### src/rtl/irq_pkg.sv
package irq_pkg;
    typedef struct packed {
        logic [2:0] lvl;
        logic [2:0] sub;
    } ctrl_t;

    localparam logic [2:0] LVL_NMI = 3'd7;
endpackage

### src/rtl/irq_src_bank.sv
module irq_src_bank
    import irq_pkg::*;
#(
    parameter int NSRC = 16,
    parameter int AW   = 5,
    parameter int IW   = 4
) (
    input  logic                 clk,
    input  logic                 rst_n,
    input  logic                 reg_wr,
    input  logic [AW-1:0]        reg_addr,
    input  logic [NSRC-1:0]      reg_wdata,
    input  logic [NSRC-1:0]      src_req,
    input  logic                 clr7_en,
    input  logic [IW-1:0]        clr7_idx,
    output ctrl_t [NSRC-1:0]     ctrl,
    output logic [NSRC-1:0]      mask,
    output logic                 gmask,
    output logic [NSRC-1:0]      elig
);
    localparam int MASK_ADDR  = NSRC;
    localparam int GMASK_ADDR = NSRC + 1;

    typedef struct packed {
        ctrl_t [NSRC-1:0] ctrl;
        logic [NSRC-1:0]  mask;
        logic             gmask;
        logic [NSRC-1:0]  req;
        logic [NSRC-1:0]  p7;
    } bank_t;

    bank_t st_d, st_q;

    always_comb begin
        st_d = st_q;
        if (reg_wr) begin
            if (int'(reg_addr) < NSRC)
                st_d.ctrl[reg_addr[IW-1:0]] = ctrl_t'(reg_wdata[5:0]);
            else if (int'(reg_addr) == MASK_ADDR)
                st_d.mask = reg_wdata;
            else if (int'(reg_addr) == GMASK_ADDR)
                st_d.gmask = reg_wdata[0];
        end
        st_d.req = src_req;
        for (int i = 0; i < NSRC; i++) begin
            if (clr7_en && clr7_idx == IW'(i))
                st_d.p7[i] = 1'b0;
            if (src_req[i] && !st_q.req[i] && st_q.ctrl[i].lvl == LVL_NMI)
                st_d.p7[i] = 1'b1;
        end
    end

    always_ff @(posedge clk or negedge rst_n) begin
        if (!rst_n) begin
            st_q.ctrl  <= '0;
            st_q.mask  <= '1;
            st_q.gmask <= 1'b1;
            st_q.req   <= '0;
            st_q.p7    <= '0;
        end else begin
            st_q <= st_d;
        end
    end

    for (genvar g = 0; g < NSRC; g++) begin : g_elig
        logic active;
        assign active  = (st_q.ctrl[g].lvl == LVL_NMI) ? st_q.p7[g] : src_req[g];
        assign elig[g] = active && (st_q.ctrl[g].lvl != 3'd0)
                         && !st_q.mask[g] && !st_q.gmask;
    end

    assign ctrl  = st_q.ctrl;
    assign mask  = st_q.mask;
    assign gmask = st_q.gmask;
endmodule

### src/rtl/irq_arbiter.sv
module irq_arbiter
    import irq_pkg::*;
#(
    parameter int NSRC = 16,
    parameter int IW   = 4
) (
    input  ctrl_t [NSRC-1:0] ctrl,
    input  logic [NSRC-1:0]  elig,
    input  logic             filt_en,
    input  logic [2:0]       filt_lvl,
    output logic             valid,
    output logic [IW-1:0]    idx,
    output logic [2:0]       lvl
);
    ctrl_t best;

    always_comb begin
        valid = 1'b0;
        idx   = '0;
        best  = '0;
        for (int i = 0; i < NSRC; i++) begin
            if (elig[i] && (!filt_en || ctrl[i].lvl == filt_lvl)
                && (!valid || ctrl[i] > best)) begin
                valid = 1'b1;
                best  = ctrl[i];
                idx   = IW'(i);
            end
        end
        lvl = best.lvl;
    end
endmodule

### src/rtl/irq_core_if.sv
module irq_core_if
    import irq_pkg::*;
(
    input  logic       clk,
    input  logic       rst_n,
    input  logic       win_valid,
    input  logic [2:0] win_lvl,
    input  logic [2:0] cpu_mask,
    input  logic       stop_mode,
    output logic [2:0] irq_level,
    output logic       take_irq,
    output logic       wake
);
    typedef struct packed {
        logic [2:0] lvl;
        logic       was7;
    } core_t;

    core_t cs_d, cs_q;

    always_comb begin
        cs_d.lvl  = win_valid ? win_lvl : 3'd0;
        cs_d.was7 = (cs_q.lvl == LVL_NMI);
    end

    always_ff @(posedge clk or negedge rst_n) begin
        if (!rst_n) cs_q <= '0;
        else        cs_q <= cs_d;
    end

    logic over_mask;
    assign over_mask = (cs_q.lvl != 3'd0) && (cs_q.lvl > cpu_mask);

    assign irq_level = cs_q.lvl;
    assign take_irq  = (cs_q.lvl == LVL_NMI) ? !cs_q.was7 : over_mask;
    assign wake      = stop_mode && ((cs_q.lvl == LVL_NMI) || over_mask);
endmodule

### src/rtl/irq_prio_ctrl.sv
module irq_prio_ctrl
    import irq_pkg::*;
#(
    parameter int NSRC     = 16,
    parameter int AW       = $clog2(NSRC + 16),
    parameter int VEC_BASE = 64,
    parameter int SPUR_VEC = 24
) (
    input  logic            clk,
    input  logic            rst_n,
    input  logic [NSRC-1:0] src_req,
    input  logic            reg_wr,
    input  logic            reg_rd,
    input  logic [AW-1:0]   reg_addr,
    input  logic [NSRC-1:0] reg_wdata,
    output logic [NSRC-1:0] reg_rdata,
    input  logic [2:0]      cpu_mask,
    input  logic            stop_mode,
    output logic [2:0]      irq_level,
    output logic            take_irq,
    input  logic            hw_ack,
    input  logic [2:0]      hw_ack_level,
    output logic [7:0]      hw_vector,
    output logic            wake
);
    localparam int IW      = $clog2(NSRC);
    localparam int SWA_LO  = NSRC + 8;
    localparam int SWA_HI  = NSRC + 15;

    ctrl_t [NSRC-1:0] ctrl_w;
    logic [NSRC-1:0]  mask_w, elig_w;
    logic             gmask_w;

    logic             top_valid, hw_valid, sw_valid;
    logic [IW-1:0]    top_idx, hw_idx, sw_idx;
    logic [2:0]       top_lvl, hw_lvl_unused, sw_lvl_unused;

    logic             sw_sel;
    logic [2:0]       sw_lvl;
    logic [7:0]       sw_vector;
    logic             clr_hw, clr_sw, clr7_en;
    logic [IW-1:0]    clr7_idx;

    assign sw_sel = (int'(reg_addr) >= SWA_LO) && (int'(reg_addr) <= SWA_HI);
    assign sw_lvl = 3'(int'(reg_addr) - SWA_LO);

    assign clr_hw   = hw_ack && (hw_ack_level == LVL_NMI) && hw_valid;
    assign clr_sw   = reg_rd && sw_sel && (sw_lvl == LVL_NMI) && sw_valid;
    assign clr7_en  = clr_hw || clr_sw;
    assign clr7_idx = clr_hw ? hw_idx : sw_idx;

    irq_src_bank #(.NSRC(NSRC), .AW(AW), .IW(IW)) u_bank (
        .clk(clk), .rst_n(rst_n),
        .reg_wr(reg_wr), .reg_addr(reg_addr), .reg_wdata(reg_wdata),
        .src_req(src_req), .clr7_en(clr7_en), .clr7_idx(clr7_idx),
        .ctrl(ctrl_w), .mask(mask_w), .gmask(gmask_w), .elig(elig_w)
    );

    irq_arbiter #(.NSRC(NSRC), .IW(IW)) u_arb_top (
        .ctrl(ctrl_w), .elig(elig_w), .filt_en(1'b0), .filt_lvl(3'd0),
        .valid(top_valid), .idx(top_idx), .lvl(top_lvl)
    );

    irq_arbiter #(.NSRC(NSRC), .IW(IW)) u_arb_hw (
        .ctrl(ctrl_w), .elig(elig_w), .filt_en(1'b1), .filt_lvl(hw_ack_level),
        .valid(hw_valid), .idx(hw_idx), .lvl(hw_lvl_unused)
    );

    irq_arbiter #(.NSRC(NSRC), .IW(IW)) u_arb_sw (
        .ctrl(ctrl_w), .elig(elig_w), .filt_en(1'b1), .filt_lvl(sw_lvl),
        .valid(sw_valid), .idx(sw_idx), .lvl(sw_lvl_unused)
    );

    irq_core_if u_core (
        .clk(clk), .rst_n(rst_n),
        .win_valid(top_valid), .win_lvl(top_lvl),
        .cpu_mask(cpu_mask), .stop_mode(stop_mode),
        .irq_level(irq_level), .take_irq(take_irq), .wake(wake)
    );

    assign hw_vector = (hw_ack && hw_valid) ? 8'(VEC_BASE + int'(hw_idx)) : 8'(SPUR_VEC);
    assign sw_vector = sw_valid ? 8'(VEC_BASE + int'(sw_idx)) : 8'(SPUR_VEC);

    always_comb begin
        reg_rdata = '0;
        if (int'(reg_addr) < NSRC)
            reg_rdata[5:0] = ctrl_w[reg_addr[IW-1:0]];
        else if (int'(reg_addr) == NSRC)
            reg_rdata = mask_w;
        else if (int'(reg_addr) == NSRC + 1)
            reg_rdata[0] = gmask_w;
        else if (sw_sel)
            reg_rdata[7:0] = sw_vector;
    end
endmodule

### config.mk
export PLATFORM = sky130hd
export DESIGN_NAME = irq_prio_ctrl
export DESIGN_NICKNAME = d
export VERILOG_FILES = /design/src/rtl/irq_pkg.sv /design/src/rtl/irq_src_bank.sv /design/src/rtl/irq_arbiter.sv /design/src/rtl/irq_core_if.sv /design/src/rtl/irq_prio_ctrl.sv
export SDC_FILE = /design/constraint.sdc
export NUM_CORES = 1
export LEC_CHECK = 0
export BUFFER_PORTS_ARGS = -buffer_cell sky130_fd_sc_hd__buf_2
export CORE_ASPECT_RATIO = 1.75
export CORE_MARGIN = 8
export CORE_UTILIZATION = 55
export CTS_CLUSTER_DIAMETER = 30
export DETAILED_ROUTE_END_ITERATION = 10
export GPL_ROUTABILITY_DRIVEN = 0
export HOLD_SLACK_MARGIN = 0.12
export PLACE_DENSITY = 0.72
export SKIP_LAST_GASP = 1
export SLEW_MARGIN = 20
export SYNTH_ARGS = -nofsm -noshare
export SYNTH_HDL_FRONTEND = slang
export SYNTH_SLANG_ARGS = --single-unit
### constraint.sdc
create_clock -name clk -period 51.3 [get_ports clk]
set_input_delay 10.26 -clock clk [delete_from_list [all_inputs] [get_ports clk]]
set_output_delay 10.26 -clock clk [all_outputs]
set_load 0.005 [all_outputs]
==> impl_results.md, run 1 <==
* Final slew viol count at 0
* Final setup vio count at 0
* Pwr Total at 1.13 mW
* PD cells at around 51 nW/um2
* Min-delay worst type: register to register
* Worst Path Max Fanout at 17
* Max layer used: met5
* Critical Path RT at ~40,000 ps
* WL met1 at between 20,000 and 30,000 um
* Period utilization at 0.970
* GRT Util Overall at 0.345
* Initial antenna violation count at 3
* Inst Count DP at roughly 3,000
* Critical Path AT at a little under 40,000 ps
* Number of placement rows at 93
* Grt ovf at 0
* Clock Pin Slew Worst Setup and Hold Paths at approximately 60 ps
* Top post-synthesis cells by area: dfrtp_1 (16%), ha_1 (15%), mux2_2 (7.7%), o21ai_0 (4.5%), nand2_1 (4.1%)
* Ys flop type: dfrtp_1
* DRC viols at 0
* # IOs at just under 80
* Status: finished clean
* Worst path slowest cell: or4b_2
* WL final at 78,500 um
* Skew-Pair Late Insertion Delay at ~440 ps
* Layout cell share with drive strength beyond 1 at 0.178
* Register area share after synthesis at 0.182
* YS warnings at 0
* Initial DRC Count at a little over 2,000
* Synthesized cell area at between 20,000 and 25,000 um2
* Kind of critical path: input pin to output pin
* RSZ-0062 raised after global routing: yes
* Synthesized area per cell at around 8.1 um2
* Buffers on Ports at 75
* Core ar. at around 37,000 um2
* Area share of the largest cell type after synthesis at 0.161
* Fin crit period at just under 50,000 ps
* Met3 wire length at roughly 6000 um
* Critical Path End Type: output pin
* Dpl hpwl at 58,100 um
* Vias in the first global route at between 20,000 and 25,000
* Storage cell area at approximately 3700 um2
* First-pass DRT Iterations at 7
* Buf+Inv Stages, Crit Path at 18
* Vias per std cell at 6.88
* Unique masters post-synth at roughly 120
* DR WL met2 at 37,900 um
* Syn Inst Count at roughly 2,500
* Final hold violation count at 0
* Startpoint types: input pin
* Routed length per instance at between 20 and 30 um
* Fmax at about 20 MHz
* Commonest non-fill, non-tap cell in the layout: ha_1
* Die H at 272 um
* Clk buf depth at 2
* Vias at 21,000
* Die width at approximately 160 um
* CTS sink cnt at 149
* Clock tree from TritonCTS: done
* Initial core utilization at 0.557
* Lkg Pwr at 9.84 nW
* H-tree depth at 4
* Largest net degree at the start of global routing at 78
* Die Area at approximately 44,000 um2
* Post-layout util at 0.605
* Top Family by Delay on Critical Path: compound AO/OA/AOI/OAI gates
* Asr flop ratio synth at 1.00
* Setup total negative slack at 0 ps
* Crit path largest cell delay at about 650 ps
* Slew @ Worst Pin at about 1200 ps
* Fin cells at a little over 3,000
* Layout area overhead at 8.63%
* Commonest non-fill, non-tap cells in the layout: ha_1 (241), nand2_1 (221), inv_1 (217)
* Fill count at roughly 3,200
* Clock Skew at 9.06 ps
* Worst slew margin at 0.183
* Num CTS Buffers at 17
* Final net count at approximately 2,900
* # hold bufs at CTS at 0
* Global-route wire length before repair at approximately 120,000 um
* EDFF count, synth at 0
* Post-synth top area cell: dfrtp_1
* Max Cap Viol at 0
* FF+latch count, synth at approximately 150
* Multi-input gate area at about 16,000 um2
* Routed Antenna Nets at 0
* VDD IR max at roughly 0.04 mV
* Clock root cell: clkbuf_16
worst paths after layout:
check,slack (ps),to,cells past startpoint,from
min reg2reg,440,u_bank.st_q[9]$_DFFE_PN0P_,1,u_bank.st_q[25]$_DFF_PN0_
min in group asynchronous,9830,u_bank.ctrl[7]$_DFFE_PN0P_,1,rst_n
min,440,u_bank.st_q[9]$_DFFE_PN0P_,1,u_bank.st_q[25]$_DFF_PN0_
max reg2reg,20230,u_bank.st_q[10]$_DFFE_PN0P_,136,u_bank.ctrl[4]$_DFFE_PN0P_
max in group asynchronous,39960,u_bank.ctrl[66]$_DFFE_PN0P_,2,rst_n
max,1550,reg_rdata[3],152,src_req[0]
kinds of logic (layout without fill, tap and decap cells):
family	Yosys count	in the layout	share of synthesized area
AOI/OAI and AO/OA	650	650	0.211
and+or+nand+nor	783	784	0.195
buffers and inverters	354	389	0.0675
adders and majority gates	244	244	0.148
muxes	241	241	0.145
other	1	3	0.000182
xor gates and xnor gates	119	119	0.0507
DFF	149	149	0.182
what timing repair did:
item	in CTS	in global routing
pin swaps	0	17
cloned	0	1
buffers inserted	0	25
resized for setup	2	63
setup endpoints to repair	3	8
through the flow:
stage	instance area [um2]	hold WS [ps]	setup slack [ps]
floorplan	20600	421	3100
finish	22300	439	1550
CTS	21900	442	112
global route	22300	452	-387
detailed placement	21300	431	-272
global placement	21300	428	863
layer usage:
metal / GRT usage / vias up
li1: - / 9317
met1: 0.360 / 9990
met2: 0.590 / 1197
met3: 0.0688 / 494
met4: 0.285 / 6
met5: 0 / -
state kept, by name, indices dropped and copies added, names as in the netlist:
register / count
u_bank.mask: 16
u_core.irq_level: 3
u_bank.gmask: 1
u_core.cs_q: 1
u_bank.ctrl: 96
u_bank.st_q: 32
synthesized netlist by cell type (43+ instances only):
cell and count:
clkbuf_1 96, mux2_2 141, dfrtp_1 132, nor2b_1 51
o21ai_0 183, nor2_1 152, nand3_1 80, mux2i_1 68
ha_1 241, o21a_1 43, inv_1 217, nand2_1 222
xor2_1 91, a21oi_1 145
layout make-up:
type | count | area share
Clock buffer | 18 | 0.0192
Multi-Input combinational cell | 2040 | 0.704
Inverter | 219 | 0.0368
Sequential cell | 149 | 0.168
Antenna cell | 1 | 0.000112
Tap cell | 475 | 0.0266
Timing Repair Buffer | 138 | 0.0386
Clock inverter | 14 | 0.00717
report_power, final:
part	total [mW]	switching [mW]	internal [mW]
Combinational	0.795	0.467	0.327
Sequential	0.207	0.0638	0.143
Clock	0.127	0.0578	0.0693
Total	1.13	0.589	0.539
Power figures use the tool's default switching activity.
==> run 2, diff against run 1 <==
CORE_MARGIN = default   (was 8)
CTS_BUF_LIST = sky130_fd_sc_hd__clkbuf_4   (was default)
==> run 2 against run 1 <==
  * Register-to-register slack improved by 110 ps
  * Clock-buffer cell count decreased by 1
  * Combinational power decreased by 2%
  * Wire length shrank 4.6%
  * Critical endpoint unchanged
  * Largest power group unchanged
  * Highest routed layer is now met4
==> impl_results.md, run 2 (synthesized netlist as in run 1, its figures left out) <==
* First-pass DRT Iterations at 6
* VDD IR max at approximately 0.031 mV
* Period utilization at 0.966
* Crit path largest cell delay at about 600 ps
* Grt ovf at 0
* Status: finished clean
* Core ar. at 36,800 um2
* Gr busiest metal: met2
* Worst Path Max Fanout at 14
* Commonest non-fill, non-tap cells in the layout: ha_1 (241), nand2_1 (221), inv_1 (217)
* Final hold violation count at 0
* Layout area overhead at 6.36%
* Worst Setup SP: src_req[0]
* Clock tree from TritonCTS: done
* Final slew viol count at 0
* Reg with most FFs: u_bank.ctrl
* Skew-Pair Late Insertion Delay at between 500 and 600 ps
* Dpl hpwl at about 58,000 um
* Biggest regs: u_bank.ctrl: 96 flops, u_bank.st_q: 32 flops, u_bank.mask: 16 flops
* Commonest non-fill, non-tap cell in the layout: ha_1
* Layout cell share with drive strength beyond 1 at 0.168
* Initial core utilization at 0.559
* Fmax at slightly above 20 MHz
* Final setup vio count at 0
* Clock Pin Slew Worst Setup and Hold Paths at 140 ps
* Vias at roughly 21,000
* GR Layer Usage met2 at 0.692
* Slew @ Worst Pin at about 1300 ps
* Routed Antenna Nets at 0
* Met3 usage at 0.0608
* R2r startpoint: u_bank.ctrl[4]$_DFFE_PN0P_
* Critical Path RT at between 40,000 and 50,000 ps
* Dpl cell area at approximately 21,000 um2
* Met1 Resource Use GR at 0.393
* Worst setup margin at roughly 1700 ps
* GRT Util Overall at 0.391
* Worst path slowest cell: o21ai_0
* RSZ-0062 raised after global routing: yes
* H-tree depth at 4
* Pre-CTS setup slack at between 900 and 1000 ps
* Routed length per instance at roughly 25 um
* Vias per std cell at approximately 6.9
* Global-route wire length before repair at around 110,000 um
* Hold_sp: u_bank.st_q[29]$_DFF_PN0_
* Kind of critical path: input pin to output pin
* Lkg Pwr at approximately 9.6 nW
* Max Cap Viol at 0
* Fin crit period at about 50,000 ps
* Worst slew margin at 0.152
* Number of placement rows at just over 90
* Fill count at roughly 3,400
* Largest net degree at the start of global routing at 80
* Worst path most repeated cell: ha_1
* WL final at 74,900 um
* Clock root cell: clkbuf_4
* Startpoint types: input pin
* DRC viols at 0
* PD cells at 48.9 nW/um2
* Buffers on Ports at 75
* Inst Count DP at between 2,000 and 3,000
* Initial antenna violation count at 1
* Critical Path End Type: output pin
* Max reg flops at 96
* Die H at about 260 um
* Num CTS Buffers at 17
* Clock Skew at slightly below 30 ps
* Die width at roughly 150 um
* Critical Path AT at 39,300 ps
* Clk buf depth at 2
* Final net count at 2,843
* Finished Cell Area at between 20,000 and 25,000 um2
* CTS sink cnt at 149
* # IOs at between 70 and 80
* Vias in the first global route at 20,900
* Min-delay worst type: register to register
* Die Area at roughly 38,000 um2
* Initial DRC Count at ~1,700
* Fin cells at around 3,000
==> run 2: worst paths after layout <==
| check | endpoint | slack, ps | depth (start not counted) |
|---|---|---|---|
| max in group asynchronous | u_bank.ctrl[60]$_DFFE_PN0P_ | 40130 | 2 |
| min in group asynchronous | u_bank.ctrl[8]$_DFFE_PN0P_ | 9670 | 1 |
| worst min-delay path | u_bank.st_q[13]$_DFFE_PN0P_ | 440 | 1 |
| worst max-delay path | reg_rdata[3] | 1740 | 150 |
| worst max register to register | u_core.irq_level[0]$_DFF_PN0_ | 20340 | 162 |
| worst min register to register | u_bank.st_q[13]$_DFFE_PN0P_ | 440 | 1 |
==> run 2: area by class of cell <==
class	instances	area, um2	share of cell area
Tap cell	475	594	0.0272
Sequential cell	149	3750	0.172
Antenna cell	1	2.50	0.000114
Inverter	219	822	0.0376
Clock inverter	15	144	0.00658
Clock buffer	17	128	0.00584
Timing Repair Buffer	127	792	0.0362
Multi-Input combinational cell	2039	15600	0.715
==> run 2: timing repair <==
| action | CTS | global route |
|---|---|---|
| resized for setup | 0 | 44 |
| endpoints found under the hold margin | 0 | 0 |
| setup endpoints to repair | 0 | 8 |
| setup buffers | 0 | 11 |
| hold buffers | 0 | 0 |
==> run 2: stage by stage <==
stage                     power (mW)  utilization  TNS, ps  hold WS, ps
final                           1.07        0.594        0          440
after global routing            1.16        0.594     -605          463
after CTS                       1.04        0.586        0          443
after detailed placement       0.960        0.579        0          435
after global placement         0.922        0.579        0          424
after floorplan                0.740            -        0          421
==> run 2: layer usage <==
| layer | vias up | wire (um) | share of wire |
|---|---|---|---|
| met2 | 1121 | 37400 | 0.50 |
| met5 | - | 0 | 0 |
| met4 | 0 | 7490 | 0.10 |
| li1 | 9278 | - | - |
| met1 | 9942 | 25300 | 0.34 |
| met3 | 498 | 4700 | 0.063 |
==> run 2: critical path, delay by kind of cell <==
kind | cells | cell delay, ps
AOI/OAI and AO/OA | 66 | 13720
muxes | 8 | 1780
and+or+nand+nor | 40 | 6240
adders and majority gates | 16 | 4870
buffers and inverters | 20 | 2370
==> run 2: report_power, final <==
part | internal, mW | leakage [nW] | switching (mW)
Sequential | 0.143 | 1.77 | 0.0708
Combinational | 0.328 | 7.72 | 0.455
Clock | 0.0250 | 0.135 | 0.0484
